### config.mk
export PLATFORM = sky130hd
export DESIGN_NAME = coh_line_ctrl
export DESIGN_NICKNAME = d
export VERILOG_FILES = /design/src/rtl/coh_pkg.sv /design/src/rtl/coh_snoop_xfer.sv /design/src/rtl/coh_cpu_xfer.sv /design/src/rtl/coh_cmd_sel.sv /design/src/rtl/coh_line_ctrl.sv
export SDC_FILE = /design/constraint.sdc
export NUM_CORES = 1
export LEC_CHECK = 0
export ABC_AREA = 1
export ABC_CLOCK_PERIOD_IN_PS = 6490
export BUFFER_PORTS_ARGS = -buffer_cell sky130_fd_sc_hd__buf_4
export CAP_MARGIN = 15
export CORE_MARGIN = 3
export CORE_UTILIZATION = 60
export CTS_BUF_LIST = sky130_fd_sc_hd__clkbuf_4 sky130_fd_sc_hd__clkbuf_8 sky130_fd_sc_hd__clkbuf_16
export DETAILED_ROUTE_END_ITERATION = 16
export PLACE_DENSITY = 0.79
export SYNTH_ARGS = -nofsm -noshare
export SYNTH_HDL_FRONTEND = slang
export SYNTH_SLANG_ARGS = --single-unit
### constraint.sdc
create_clock -name clk -period 6.49 [get_ports clk]
set_clock_uncertainty 0.1 [all_clocks]
set_input_delay 1.298 -clock clk [delete_from_list [all_inputs] [get_ports clk]]
set_output_delay 1.298 -clock clk [all_outputs]
set_load 0.1 [all_outputs]
### src/rtl/coh_pkg.sv
package coh_pkg;

    typedef enum logic [1:0] {
        ST_I = 2'd0,
        ST_S = 2'd1,
        ST_E = 2'd2,
        ST_M = 2'd3
    } mesi_e;

    typedef enum logic [1:0] {
        PH_IDLE   = 2'd0,
        PH_REQ    = 2'd1,
        PH_SAMPLE = 2'd2
    } phase_e;

    localparam int CMD_W = 3;
    localparam logic [CMD_W-1:0] BC_NONE = 3'd0;
    localparam logic [CMD_W-1:0] BC_RD   = 3'd1;
    localparam logic [CMD_W-1:0] BC_RDX  = 3'd2;
    localparam logic [CMD_W-1:0] BC_UPGR = 3'd3;
    localparam logic [CMD_W-1:0] BC_WB   = 3'd4;

endpackage

### src/rtl/coh_snoop_xfer.sv
module coh_snoop_xfer
    import coh_pkg::*;
(
    input  logic              act,
    input  logic              match,
    input  logic [CMD_W-1:0]  cmd,
    input  mesi_e             cur_st,
    output mesi_e             nxt_st,
    output logic              shared,
    output logic              flush
);
    always_comb begin
        nxt_st = cur_st;
        shared = 1'b0;
        flush  = 1'b0;
        if (act && match) begin
            case (cmd)
                BC_RD: begin
                    shared = 1'b1;
                    flush  = (cur_st == ST_M);
                    if (cur_st == ST_M || cur_st == ST_E) nxt_st = ST_S;
                end
                BC_RDX: begin
                    flush  = (cur_st == ST_M);
                    nxt_st = ST_I;
                end
                BC_UPGR: begin
                    nxt_st = ST_I;
                end
                default: ;
            endcase
        end
    end
endmodule

### src/rtl/coh_cpu_xfer.sv
module coh_cpu_xfer
    import coh_pkg::*;
(
    input  logic  act,
    input  logic  tag_eq,
    input  logic  write,
    input  mesi_e cur_st,
    output logic  hit,
    output mesi_e nxt_st
);
    logic ok_rd;
    logic ok_wr;

    always_comb begin
        ok_rd  = (cur_st != ST_I);
        ok_wr  = (cur_st == ST_M) || (cur_st == ST_E);
        hit    = act && tag_eq && (write ? ok_wr : ok_rd);
        nxt_st = (hit && write) ? ST_M : cur_st;
    end
endmodule

### src/rtl/coh_cmd_sel.sv
module coh_cmd_sel
    import coh_pkg::*;
(
    input  logic             tag_eq,
    input  logic             write,
    input  mesi_e            cur_st,
    output logic [CMD_W-1:0] cmd,
    output logic             victim
);
    always_comb begin
        victim = (cur_st == ST_M) && !tag_eq;
        if (victim)
            cmd = BC_WB;
        else if (write)
            cmd = (tag_eq && cur_st == ST_S) ? BC_UPGR : BC_RDX;
        else
            cmd = BC_RD;
    end
endmodule

### src/rtl/coh_line_ctrl.sv
module coh_line_ctrl
    import coh_pkg::*;
#(
    parameter int ADDR_W = 16,
    parameter int IDX_W  = 3
) (
    input  logic              clk,
    input  logic              rst_n,
    input  logic              cpu_valid,
    input  logic              cpu_write,
    input  logic [ADDR_W-1:0] cpu_addr,
    output logic              cpu_hit,
    output logic              cpu_stall,
    output logic              bus_req,
    output logic [2:0]        bus_cmd,
    output logic [ADDR_W-1:0] bus_addr,
    input  logic              bus_gnt,
    input  logic              bus_shared_in,
    input  logic              snp_valid,
    input  logic [2:0]        snp_cmd,
    input  logic [ADDR_W-1:0] snp_addr,
    output logic              snp_shared,
    output logic              snp_flush,
    output logic [ADDR_W-1:0] snp_flush_addr
);
    localparam int LINES = 1 << IDX_W;
    localparam int TAG_W = ADDR_W - IDX_W;

    typedef struct packed {
        logic [LINES-1:0][1:0]       st;
        logic [LINES-1:0][TAG_W-1:0] tag;
        phase_e                      phase;
        logic                        pend_wr;
        logic [ADDR_W-1:0]           pend_addr;
        logic                        shr;
        logic                        fl;
        logic [ADDR_W-1:0]           fl_addr;
    } ctl_t;

    ctl_t q, d;

    // snoop side lookup
    logic [IDX_W-1:0] s_idx;
    logic [TAG_W-1:0] s_tag;
    mesi_e            s_cur;
    mesi_e            s_nxt;
    logic             s_match;
    logic             s_shared;
    logic             s_flush;

    assign s_idx   = snp_addr[IDX_W-1:0];
    assign s_tag   = snp_addr[ADDR_W-1:IDX_W];
    assign s_cur   = mesi_e'(q.st[s_idx]);
    assign s_match = (s_cur != ST_I) && (q.tag[s_idx] == s_tag);

    coh_snoop_xfer u_snoop (
        .act    (snp_valid),
        .match  (s_match),
        .cmd    (snp_cmd),
        .cur_st (s_cur),
        .nxt_st (s_nxt),
        .shared (s_shared),
        .flush  (s_flush)
    );

    // processor / own-transaction lookup, seen after the snoop
    logic [ADDR_W-1:0] look_addr;
    logic [IDX_W-1:0]  l_idx;
    logic [TAG_W-1:0]  l_tag;
    mesi_e             l_st;
    logic              l_teq;

    assign look_addr = (q.phase == PH_IDLE) ? cpu_addr : q.pend_addr;
    assign l_idx     = look_addr[IDX_W-1:0];
    assign l_tag     = look_addr[ADDR_W-1:IDX_W];
    assign l_st      = (snp_valid && s_idx == l_idx) ? s_nxt : mesi_e'(q.st[l_idx]);
    assign l_teq     = (l_st != ST_I) && (q.tag[l_idx] == l_tag);

    logic  c_act;
    logic  c_hit;
    mesi_e c_nxt;

    assign c_act = cpu_valid && (q.phase == PH_IDLE);

    coh_cpu_xfer u_cpu (
        .act    (c_act),
        .tag_eq (l_teq),
        .write  (cpu_write),
        .cur_st (l_st),
        .hit    (c_hit),
        .nxt_st (c_nxt)
    );

    logic [CMD_W-1:0] sel_cmd;
    logic             sel_victim;

    coh_cmd_sel u_sel (
        .tag_eq (l_teq),
        .write  (q.pend_wr),
        .cur_st (l_st),
        .cmd    (sel_cmd),
        .victim (sel_victim)
    );

    assign cpu_hit        = c_hit;
    assign cpu_stall      = cpu_valid && !c_hit;
    assign bus_req        = (q.phase == PH_REQ);
    assign bus_cmd        = bus_req ? sel_cmd : BC_NONE;
    assign bus_addr       = !bus_req ? '0 :
                            sel_victim ? {q.tag[l_idx], l_idx} : q.pend_addr;
    assign snp_shared     = q.shr;
    assign snp_flush      = q.fl;
    assign snp_flush_addr = q.fl_addr;

    always_comb begin
        d         = q;
        d.shr     = s_shared;
        d.fl      = s_flush;
        d.fl_addr = s_flush ? snp_addr : '0;
        if (snp_valid) d.st[s_idx] = s_nxt;

        case (q.phase)
            PH_IDLE: begin
                if (cpu_valid) begin
                    if (c_hit) begin
                        d.st[l_idx] = c_nxt;
                    end else begin
                        d.phase     = PH_REQ;
                        d.pend_wr   = cpu_write;
                        d.pend_addr = cpu_addr;
                    end
                end
            end
            PH_REQ: begin
                if (bus_gnt) begin
                    if (sel_victim) begin
                        d.st[l_idx] = ST_I;
                    end else if (sel_cmd == BC_RD) begin
                        d.phase = PH_SAMPLE;
                    end else begin
                        d.st[l_idx]  = ST_M;
                        d.tag[l_idx] = l_tag;
                        d.phase      = PH_IDLE;
                    end
                end
            end
            PH_SAMPLE: begin
                d.st[l_idx]  = bus_shared_in ? ST_S : ST_E;
                d.tag[l_idx] = l_tag;
                d.phase      = PH_IDLE;
            end
            default: d.phase = PH_IDLE;
        endcase
    end

    always_ff @(posedge clk) begin
        if (!rst_n) begin
            q       <= '0;
            q.phase <= PH_IDLE;
        end else begin
            q <= d;
        end
    end

    // a local hit never coexists with an own bus request
    a_r2_hit_no_bus: assert property (@(posedge clk) disable iff (!rst_n)
        cpu_hit |-> !bus_req);

    // a write hit on an Exclusive line leaves it Modified
    a_r4_e_write_silent: assert property (@(posedge clk) disable iff (!rst_n)
        (c_act && cpu_write && c_hit && l_st == ST_E)
        |=> (q.st[$past(l_idx)] == ST_M) && !bus_req);

    // snooped line read on a dirty line flushes and reports shared
    a_r7_m_rd_flush: assert property (@(posedge clk) disable iff (!rst_n)
        (snp_valid && snp_cmd == BC_RD && s_match && s_cur == ST_M)
        |=> (snp_flush && snp_shared && snp_flush_addr == $past(snp_addr)));

    // invalidating snoops on a Shared line leave it Invalid
    a_r9_s_inval: assert property (@(posedge clk) disable iff (!rst_n)
        (snp_valid && (snp_cmd == BC_RDX || snp_cmd == BC_UPGR) && s_match
         && s_cur == ST_S && q.phase == PH_IDLE)
        |=> (q.st[$past(s_idx)] == ST_I) && !snp_flush);

    // a request is held until granted
    a_r11_req_held: assert property (@(posedge clk) disable iff (!rst_n)
        (bus_req && !bus_gnt) |=> bus_req);

    // a fill always ends clean (Exclusive or Shared)
    a_r3_fill_clean: assert property (@(posedge clk) disable iff (!rst_n)
        (q.phase == PH_SAMPLE)
        |=> (q.st[$past(l_idx)] == ST_E || q.st[$past(l_idx)] == ST_S));

endmodule

Word-level counts from Yosys, hierarchy flattened
Index checks and enable logic that the tools add are counted.

word-level totals
  register bits after elaboration = 157
  bits in latches = 0
  memory bits (writable) = 0
  ROM bits = 0
  input port bits = 42
  output and inout port bits = 40
  word-level logic and storage cells = 125
  memories kept = 0

operators by class
  add/subtract/negate cells = 0
  $mul = 0
  divide/modulo/power cells = 0
  magnitude comparators = 4
  eq/ne operators = 19
  shift-type cells = 0
  muxes and demuxes = 48
  bitwise gates (word level) = 4
  reduce and logical (&&, ||, !) cells = 28

operators with widths
  kind                                                                  count
  104-bit case mux with 2 select lines                                  1
  122-bit 2-to-1 mux                                                    1
  120-bit 2-to-1 mux                                                    1
  16-bit 2-to-1 mux                                                     7
  106-bit 2-to-1 mux                                                    1
  104-bit bitwise mux                                                   1
  13-bit binary-select mux with 3-bit select                            2
  16-bit bitwise mux                                                    3
  16-bit case mux with 3 select lines                                   1
  13-bit demux with 3-bit select                                        1
  13-bit 2-to-1 mux                                                     3
  19-bit 2-to-1 mux                                                     2
  13-bit == test                                                        2
  2-bit 2-to-1 mux                                                      10
  16-bit AND                                                            1
  16-bit inverter                                                       1
  16-bit bitwise OR                                                     1
  1-bit logical AND                                                     13
  2-bit binary-select mux with 3-bit select                             2
  2-bit demux with 3-bit select                                         2
  2-bit == test, second input constant                                  5
  3-bit 2-to-1 mux                                                      3
  3-bit by 4-bit < comparator with 1-bit output, second input constant  2
  2-bit inequality test, second input constant                          4
  other kinds (17)                                                      33

Depth between registers and ports, before layout
Gate-level depths: netlist of the first run.

  word-level depth = 19
  gate-level depth with buffers = 29
  gate-level depth less buffers = 24

Modules after synthesis
A second synthesis of the first run with hierarchy kept.

unflattened totals
  cells, all modules = 1572
  area total of the unflattened synthesis = 9699.3 um^2

modules (own cells, without submodules)
  module          instances  cells each  area an instance (um^2)  sequential area each (um^2)
  coh_line_ctrl   1          1539        9535.4                   3143.0
  coh_snoop_xfer  1          16          83.8                     0.0
  coh_cpu_xfer    1          9           41.3                     0.0
  coh_cmd_sel     1          8           38.8                     0.0

Worst setup path after synthesis of the first run
Ideal clock, no wire load.

  kind = input to output
  from = in snp_addr[1]
  to = out bus_addr[10]
  arrival = 5.636 ns
  data required time = 5.092 ns
  setup slack = -0.544 ns
  stages on the path = 18
  buffers on the path = 3
  path through = buf_2 -> nor2_1 -> buf_2 -> nand3_1 -> nand2_1 -> inv_1 -> nand3_1 -> nand2_1 -> nor2_1 -> nand2_1 -> nor2_1 -> nand3_1 -> nand3_2 -> nand4_4 -> nor2_2 -> inv_2 -> clkbuf_1 -> o22ai_1

on the way
  cells in the longest elaborated chain, start to end = 14
  elaborated cells between the ends (all ways) = 24
  those cells by class = eq/ne (5); mux (10); reduce/logical (9)

RTL lines
  element                                    RTL line              source
  start, declared                            coh_line_ctrl.sv:21   input logic [ADDR_W-1:0] snp_addr,
  2-bit binary-select mux with 3-bit select  coh_line_ctrl.sv:53   assign s_cur = mesi_e'(q.st[s_idx]);
  2-bit 2-to-1 mux (implied by the code)     coh_line_ctrl.sv:53
  2-bit == test                              coh_snoop_xfer.sv:21  if (cur_st == ST_M || cur_st == ST_E) nxt_st = ST_S;
  1-bit logical OR                           coh_snoop_xfer.sv:21
  2-bit 2-to-1 mux                           coh_snoop_xfer.sv:21
  2-bit case mux with 2 select lines         coh_snoop_xfer.sv:17  case (cmd)
  2-bit 2-to-1 mux                           coh_snoop_xfer.sv:16  if (act && match) begin
  2-bit 2-to-1 mux (*)                       coh_line_ctrl.sv:76   assign l_st = (snp_valid && s_idx == l_idx) ? s_nxt : mesi_e'(q.st[l_idx]);
  2-bit nonzero test                         coh_line_ctrl.sv:77   assign l_teq = (l_st != ST_I) && (q.tag[l_idx] == l_tag);
  1-bit logical AND                          coh_line_ctrl.sv:77
  1-bit logical NOT                          coh_cmd_sel.sv:11     victim = (cur_st == ST_M) && !tag_eq;
  1-bit logical AND (*)                      coh_cmd_sel.sv:11
  16-bit 2-to-1 mux (*)                      coh_line_ctrl.sv:110  sel_victim ? {q.tag[l_idx], l_idx} : q.pend_addr;
  16-bit 2-to-1 mux (*)                      coh_line_ctrl.sv:109  assign bus_addr = !bus_req ? '0 :
  end, declared                              coh_line_ctrl.sv:16   output logic [ADDR_W-1:0] bus_addr,

Every way passes the cells marked *; elsewhere a longest branch is shown, timed or not. The select of a mux whose other input is x is not followed.

Worst setup path in the final report of the first run
  from = reg q[35] in the netlist's numbering
  to = out bus_addr[14]

on the way
  cells in the longest elaborated chain, start to end = 11
  elaborated cells between the ends (all ways) = 18
  those cells by class = eq/ne (4); mux (8); reduce/logical (6)

RTL lines
  element                                                     RTL line              source
  start, declared                                             coh_line_ctrl.sv:40   ctl_t q, d;
  branches (longest 10 deep; another with 16-bit 2-to-1 mux)  n/a
  16-bit 2-to-1 mux (*)                                       coh_line_ctrl.sv:109

Mark *: on every way between the ends. The select of a mux whose other input is x is not followed.

==> flow_metrics.tcl, run 1 <==
set metrics [dict create \
    core_sq_um 19590 \
    antenna_found_initial 0 \
    worstRegToRegCells 24 \
    setup_viol 0 \
    grt_pass1_vias 12970 \
    r2r_slack_ns 1.38 \
    grt_pass1_wl_mm 69.70 \
    gp_congestion 1.047 \
    whs_path_depth 2 \
    grt_overflow_total 0 \
    crit_required_ns 5.09 \
    fin_crit_sh 0.9404 \
    min_path_type "reg -> reg" \
    irDropWorstVdd_mv 0.1940 \
    syn_to_final_growth_pct 9.154 \
    rsz0062_at_grt "false" \
    drtAntennaViolNets 0 \
    synth_edf_count 0 \
    tightest_slew_ns 1.100 \
    io_pins 82 \
    hold_violations 0 \
    rr_startpoint "q[35]$_SDFFE_PN0P_" \
    htreeDepth 4 \
    relSlewSlack 0.2634 \
    place_hpwl_mm 30.58 \
    fin_cells 2505 \
    die_w_um 147.6 \
    netlist_instances 2235 \
    drc 0 \
    fin_hold_ws_ns 0.3867 \
    multiInputGateArea_sq_um 7356 \
    hp-start "q[118]$_SDFFE_PN0P_" \
    die_h_um 147.6 \
    grt_usage 0.3994 \
    fmax_ghz 0.1639 \
    clkTransAtPathRegs_ns 0.07 \
    p_per_area_nw_per_um2 280.0 \
    cts_max_path_buffers 2 \
    cp-startpoint "q[35]$_SDFFE_PN0P_" \
    status "finished, final reports clean" \
    seqCellArea_sq_um 3144 \
    ys_warn_count 0 \
    critPathCaptureType "output pin" \
    syn-num-nets 2277 \
    drive_above_1_share 0.08661 \
    port_buffers 81 \
    seq_area_frac_synth 0.2613 \
    period_needed_ns 6.103 \
    slew_violations 0 \
    path_class "reg -> out" \
    start_kind "flop" \
    syn_area_sq_um 12030 \
    fin_util 0.6702 \
    cts_tree "done" \
    synth_flop_cell "dfxtp_1" \
    ys_seq_elements 157 \
    fill_cells 1951 \
    place_area_sq_um 12560 \
    start_util 0.6140 \
    first_pass_iters 10 \
    die-area_sq_um 21780 \
    path_max_fanout 15 \
    wl_per_cell_um 17.80 \
    ys_types 39 \
    viasPerCell 5.777 \
    drt_iter0_drc 1859 \
    diodes 0 \
    cts_setup_buffers 0 \
    p_leak_nw 6.697 \
    grt_start_max_net_pins 101 \
    vias 14470 \
    placed_cells 2473 \
    clk_latency_ns 0.44 \
    clkSinkCount 157 \
    nNetsFinal 2269 \
    drv_cap 0 \
    arrival_ns 4.70 \
    wl_mm 44.58 \
    std_cell_rows 51 \
    ys_async_sr_fraction 0 \
    cts_made_buffers 17 \
    finalInstanceArea_sq_um 13130 \
    synth_area_per_cell_sq_um 5.382 \
    cts-root-buf "clkbuf_16" \
]
[final timing paths]
check | endpoint
setup reg to reg | q[68]$_SDFFE_PN0P_
hold / removal | q[118]$_SDFFE_PN0P_
setup / recovery | bus_addr[14]
hold reg to reg | q[118]$_SDFFE_PN0P_
[registers in the layout (all words and copies together) (netlist names)]
name / count
snp_shared: 1
snp_flush: 1
snp_flush_addr: 16
q: 139
[layer usage]
metal  GRT usage  wire (um)
met5           0          0
met4      0.2423       3095
met3     0.08001       5644
met2      0.6150      19150
met1      0.5174      16690
[cells by family (layout without fill, tap and decap cells)]
family,Yosys count,in the layout,synth area share
muxes,4,4,0.003329
and+or+nand+nor,1386,1386,0.4588
DFF,157,157,0.2613
xor gates and xnor gates,2,2,0.001457
AOI/OAI and AO/OA,329,329,0.1449
buffers and inverters,357,362,0.1302
[synthesized netlist by cell type (2+ instances only)]
master | number | share of area
nand2_1 | 964 | 0.30
nor2_1 | 251 | 0.078
inv_1 | 198 | 0.062
o21ai_0 | 176 | 0.073
dfxtp_1 | 157 | 0.26
nand3_1 | 135 | 0.056
a21oi_1 | 106 | 0.044
clkbuf_1 | 55 | 0.017
buf_2 | 53 | 0.022
o22ai_1 | 26 | 0.014
buf_4 | 24 | 0.015
or2_2 | 10 | 0.0052
buf_6 | 9 | 0.0084
inv_2 | 8 | 0.0025
buf_1 | 6 | 0.0019
a31o_2 | 4 | 0.0029
mux2i_1 | 4 | 0.0033
nand3b_1 | 4 | 0.0025
nor2_2 | 4 | 0.0021
nor3_2 | 4 | 0.0033
o21ai_1 | 4 | 0.0017
o21bai_1 | 4 | 0.0025
clkinv_1 | 3 | 0.00094
nand4_1 | 3 | 0.0016
o211ai_1 | 3 | 0.0019
a31oi_1 | 2 | 0.0010
nand2_2 | 2 | 0.0010
nand3_2 | 2 | 0.0017
nor3_1 | 2 | 0.00083
o21ai_4 | 2 | 0.0027
xor2_1 | 2 | 0.0015
[cell usage in the layout (no fill, tap or decap), types with 5 or more instances in the layout]
master / n
a21oi_1: 106
buf_4: 117
clkbuf_16: 17
clkinv_4: 5
dfxtp_1: 156
inv_1: 198
inv_2: 8
nand2_1: 963
nand3_1: 135
nor2_1: 251
o21ai_0: 176
o22ai_1: 26
or2_2: 10
[power breakdown]
| part | switching (W) | internal (W) |
|---|---|---|
| sequential | 0.0000536 | 0.00106 |
| clock | 0.000490 | 0.000516 |
| combinational | 0.00113 | 0.000430 |
| total | 0.00167 | 0.00200 |
[metrics by stage]
step                power, W  TNS (ns)  worst slack, ns
floorplan           0.002221    -6.446          -0.5437
global placement    0.002610         0           0.8070
detailed placement  0.002630         0           0.6775
CTS                 0.003618         0           0.4223
global route        0.003863         0           0.1420
finish              0.003676         0           0.3871
[cell type report]
| type | count | share of cell area |
|---|---|---|
| multi-input cells | 1721 | 0.5603 |
| flip-flops and latches | 157 | 0.2395 |
| well taps | 265 | 0.02526 |
| clock inverters | 13 | 0.009721 |
| repair buffers | 120 | 0.07148 |
| inverters | 210 | 0.06023 |
| clock buffers | 19 | 0.03355 |
[critical path, cell delays in order, from the launching register on]
cell	delay [ns]
dfxtp_1	0.51
clkinv_1	0.15
nand2_1	0.40
nand2_1	0.41
nand2_1	0.19
buf_4	0.28
nand2_1	0.08
nand2_1	0.11
nand2_1	0.07
nand2_1	0.09
nand2_1	0.06
nand3b_1	0.20
nand2_1	0.07
nor2_1	0.10
nand2_1	0.06
nor2_1	0.18
nand2_1	0.16
nand4_4	0.17
nand2_1	0.31
o22ai_1	0.32
buf_4	0.33
[timing repair]
item                       in CTS  in global routing
hold buffers                    0                  0
hold endpoints to repair        0                  0
resized for setup               0                  1
setup endpoints to repair       0                 10
(Power assumes the default switching activity.)
==> inputs of run 2 (changes only) <==
--- a/config.mk
+++ b/config.mk
@@ -13,7 +13,8 @@
 export CORE_UTILIZATION = 60
 export CTS_BUF_LIST = sky130_fd_sc_hd__clkbuf_4 sky130_fd_sc_hd__clkbuf_8 sky130_fd_sc_hd__clkbuf_16
 export DETAILED_ROUTE_END_ITERATION = 16
-export PLACE_DENSITY = 0.79
+export PLACE_DENSITY_LB_ADDON = 0.05
+export RECOVER_POWER = 100
 export SYNTH_ARGS = -nofsm -noshare
 export SYNTH_HDL_FRONTEND = slang
 export SYNTH_SLANG_ARGS = --single-unit
==> run 2 against run 1 <==
  * The run now ends with max-capacitance violations, max-slew violations left
  * Worst hold slack worse by 0.0028 ns
  * Sequential power barely moved
  * First-iteration DRC count grew 12%
  * Clock power is essentially flat
  * Total power rose by 0.78%
  * Count of clock-buffer cells in the layout is 2 lower
==> flow_metrics.tcl, run 2 (same netlist as run 1, synthesis figures left out) <==
set metrics [dict create \
    tightest_slew_ns 2.290 \
    grt_start_max_net_pins 109 \
    cpMaxStageDelayCell "dfxtp_1" \
    drive_above_1_share 0.07424 \
    slowest_delay_ns 0.72 \
    critPathCaptureType "output pin" \
    worstRegToRegCells 17 \
    p_clk_frac 0.280 \
    p_per_area_nw_per_um2 284.7 \
    start_kind "flop" \
    fin_ws_ns 0.1845 \
    antenna_found_initial 1 \
    setup_viol 0 \
    drv_cap 1 \
    cts_max_path_buffers 2 \
    cts_made_buffers 17 \
    die_h_um 147.6 \
    viasPerCell 5.825 \
    whs_path_depth 2 \
    first_pass_iters 7 \
    fill_cells 1990 \
    grt_usage 0.4014 \
    swShare 0.4450 \
    final_common_cell "nand2_1" \
    period_needed_ns 6.306 \
    whs_endpoint "q[45]$_SDFFE_PN0P_" \
    wl_per_cell_um 17.85 \
    multiInputGateArea_sq_um 7346 \
    drtAntennaViolNets 0 \
    dp_slack_ns 0.4846 \
    die-area_sq_um 21780 \
    cts_tree "done" \
    die_w_um 147.6 \
    p_leak_nw 6.573 \
    place_hpwl_mm 31.00 \
    drt_iter0_drc 2088 \
    wl_mm 44.65 \
    grt_pass1_vias 12850 \
    drc 0 \
    arrival_ns 4.91 \
    power.internal_w 0.002056 \
    p_switching_w 0.001648 \
    largest_reg_flops 139 \
    r2r_slack_ns 0.48 \
    rr_startpoint "q[36]$_SDFFE_PN0P_" \
    min_path_type "reg -> reg" \
    totalNegativeSetupSlack_ns 0 \
    irDropWorstVdd_mv 0.1980 \
    syn_to_final_growth_pct 8.166 \
    slew_violations 109 \
    port_buffers 81 \
    hp-start "q[45]$_SDFFE_PN0P_" \
    path_class "reg -> out" \
    core_sq_um 19590 \
    mostFrequentLayoutCells "nand2_1, nor2_1, inv_1" \
    cts-root-buf "clkbuf_16" \
    grt_overflow_total 0 \
    cp.buffers_inverters 4 \
    clkSinkCount 157 \
    clkTransAtPathRegs_ns 0.07 \
    diodes 0 \
    vias 14570 \
    gp_congestion 1.006 \
    status "finished, violations left" \
    htreeDepth 4 \
    cts_setup_buffers 0 \
    crit_family "simple AND/OR/NAND/NOR gates" \
    fin_crit_sh 0.9716 \
    cts_hold_buf 0 \
    combinationalPowerShare 0.422 \
    violations "max-capacitance violations, max-slew violations" \
    path_max_fanout 31 \
    std_cell_rows 51 \
    crit_required_ns 5.09 \
    p_seq_frac 0.299 \
    grt_pass1_wl_mm 69.69 \
    cts_resized 0 \
    clk_latency_ns 0.44 \
    r2r-end "q[63]$_SDFFE_PN0P_" \
    path_cells "nor2_2 -> buf_4 -> o21ai_4 -> inv_4 -> nor3_4 -> inv_2 -> nor2_1 -> nor2_1 -> nand4_1 -> nand2_1 -> nand4_4 -> nand2_1 -> o22ai_1 -> clkbuf_4" \
    nNetsFinal 2267 \
    hold_violations 0 \
    relSlewSlack -0.5264 \
    seqCellArea_sq_um 3143 \
    top_register "q" \
    rsz0062_at_grt "false" \
    start_util 0.6140 \
    fmax_ghz 0.1586 \
    io_pins 82 \
]
run 2: cell count changes in the layout (fill, tap and decap cells not counted), sizes merged:
cell / previous run / this run
clkinvlp: 1 / 4
clkbuf: 19 / 53
bufinv: 0 / 2
buf: 120 / 82
clkinv: 9 / 4
run 2: worst max path at each step:
| stage | from | end | slack [ns] | cells after the start |
|---|---|---|---|---|
| 6_report | q[36]$_SDFFE_PN0P_ | bus_addr[7] | 0.18 | 14 |
| 5_1_grt | snp_addr[2] | bus_addr[9] | 0.02 | 18 |
| 4_1_cts | q[36]$_SDFFE_PN0P_ | bus_addr[10] | 0.44 | 14 |
| 3_5_place_dp | snp_addr[1] | bus_addr[10] | 0.48 | 18 |
| 3_3_place_gp | snp_addr[2] | bus_addr[6] | 0.56 | 18 |
| 2_1_floorplan | snp_addr[1] | bus_addr[10] | -0.54 | 18 |
run 2: power by group through the flow:
stage	logic, W	registers, W	clock network (W)
CTS	0.00152	0.00110	0.00103
global placement	0.00149	0.00112	0
detailed placement	0.00151	0.00113	0
finish	0.00156	0.00111	0.00104
global route	0.00170	0.00112	0.00108
floorplan	0.00111	0.00111	0
run 2: metal layers:
metal / vias to the layer above / GRT usage / share of wire
li1: 6904 / - / -
met1: 6447 / 0.5241 / 0.38
met2: 995 / 0.6086 / 0.43
met3: 221 / 0.1012 / 0.13
met4: 2 / 0.2204 / 0.064
met5: - / 0 / 0.00029
run 2: worst register-to-register path, stage by stage (launching register included):
cell and delay (ns):
dfxtp_1 0.72, nor2_2 0.13, buf_4 0.27, o21ai_4 0.72, inv_4 0.29, nor3_4 0.58
inv_2 0.17, nor2_1 0.14, nor2_1 0.05, nand4_1 0.10, nand2_1 0.17, nand4_4 0.16
nand3_1 0.14, nand3_4 0.11, clkbuf_2 1.56, nand2_1 0.28, nand2_1 0.15, nor2_1 0.06
run 2: cell type report:
| cell class | count | area share |
|---|---|---|
| Clock buffer | 17 | 0.03270 |
| Clock inverter | 13 | 0.01183 |
| Inverter | 210 | 0.06078 |
| Multi-Input combinational cell | 1721 | 0.5646 |
| Sequential cell | 157 | 0.2416 |
| Tap cell | 265 | 0.02549 |
| Timing Repair Buffer | 118 | 0.06299 |
run 2: stage by stage:
step                instance area, sq um  total power (W)  hold WS, ns  utilization  instances
floorplan                          12030         0.002221       0.3447            -       2235
global placement                   12540         0.002615       0.3628       0.6404       2471
detailed placement                 12540         0.002633       0.3700       0.6404       2471
CTS                                13120         0.003651       0.3854       0.6699       2501
global route                       13010         0.003892       0.4048       0.6641       2501
finish                             13010         0.003704       0.3839       0.6641       2501
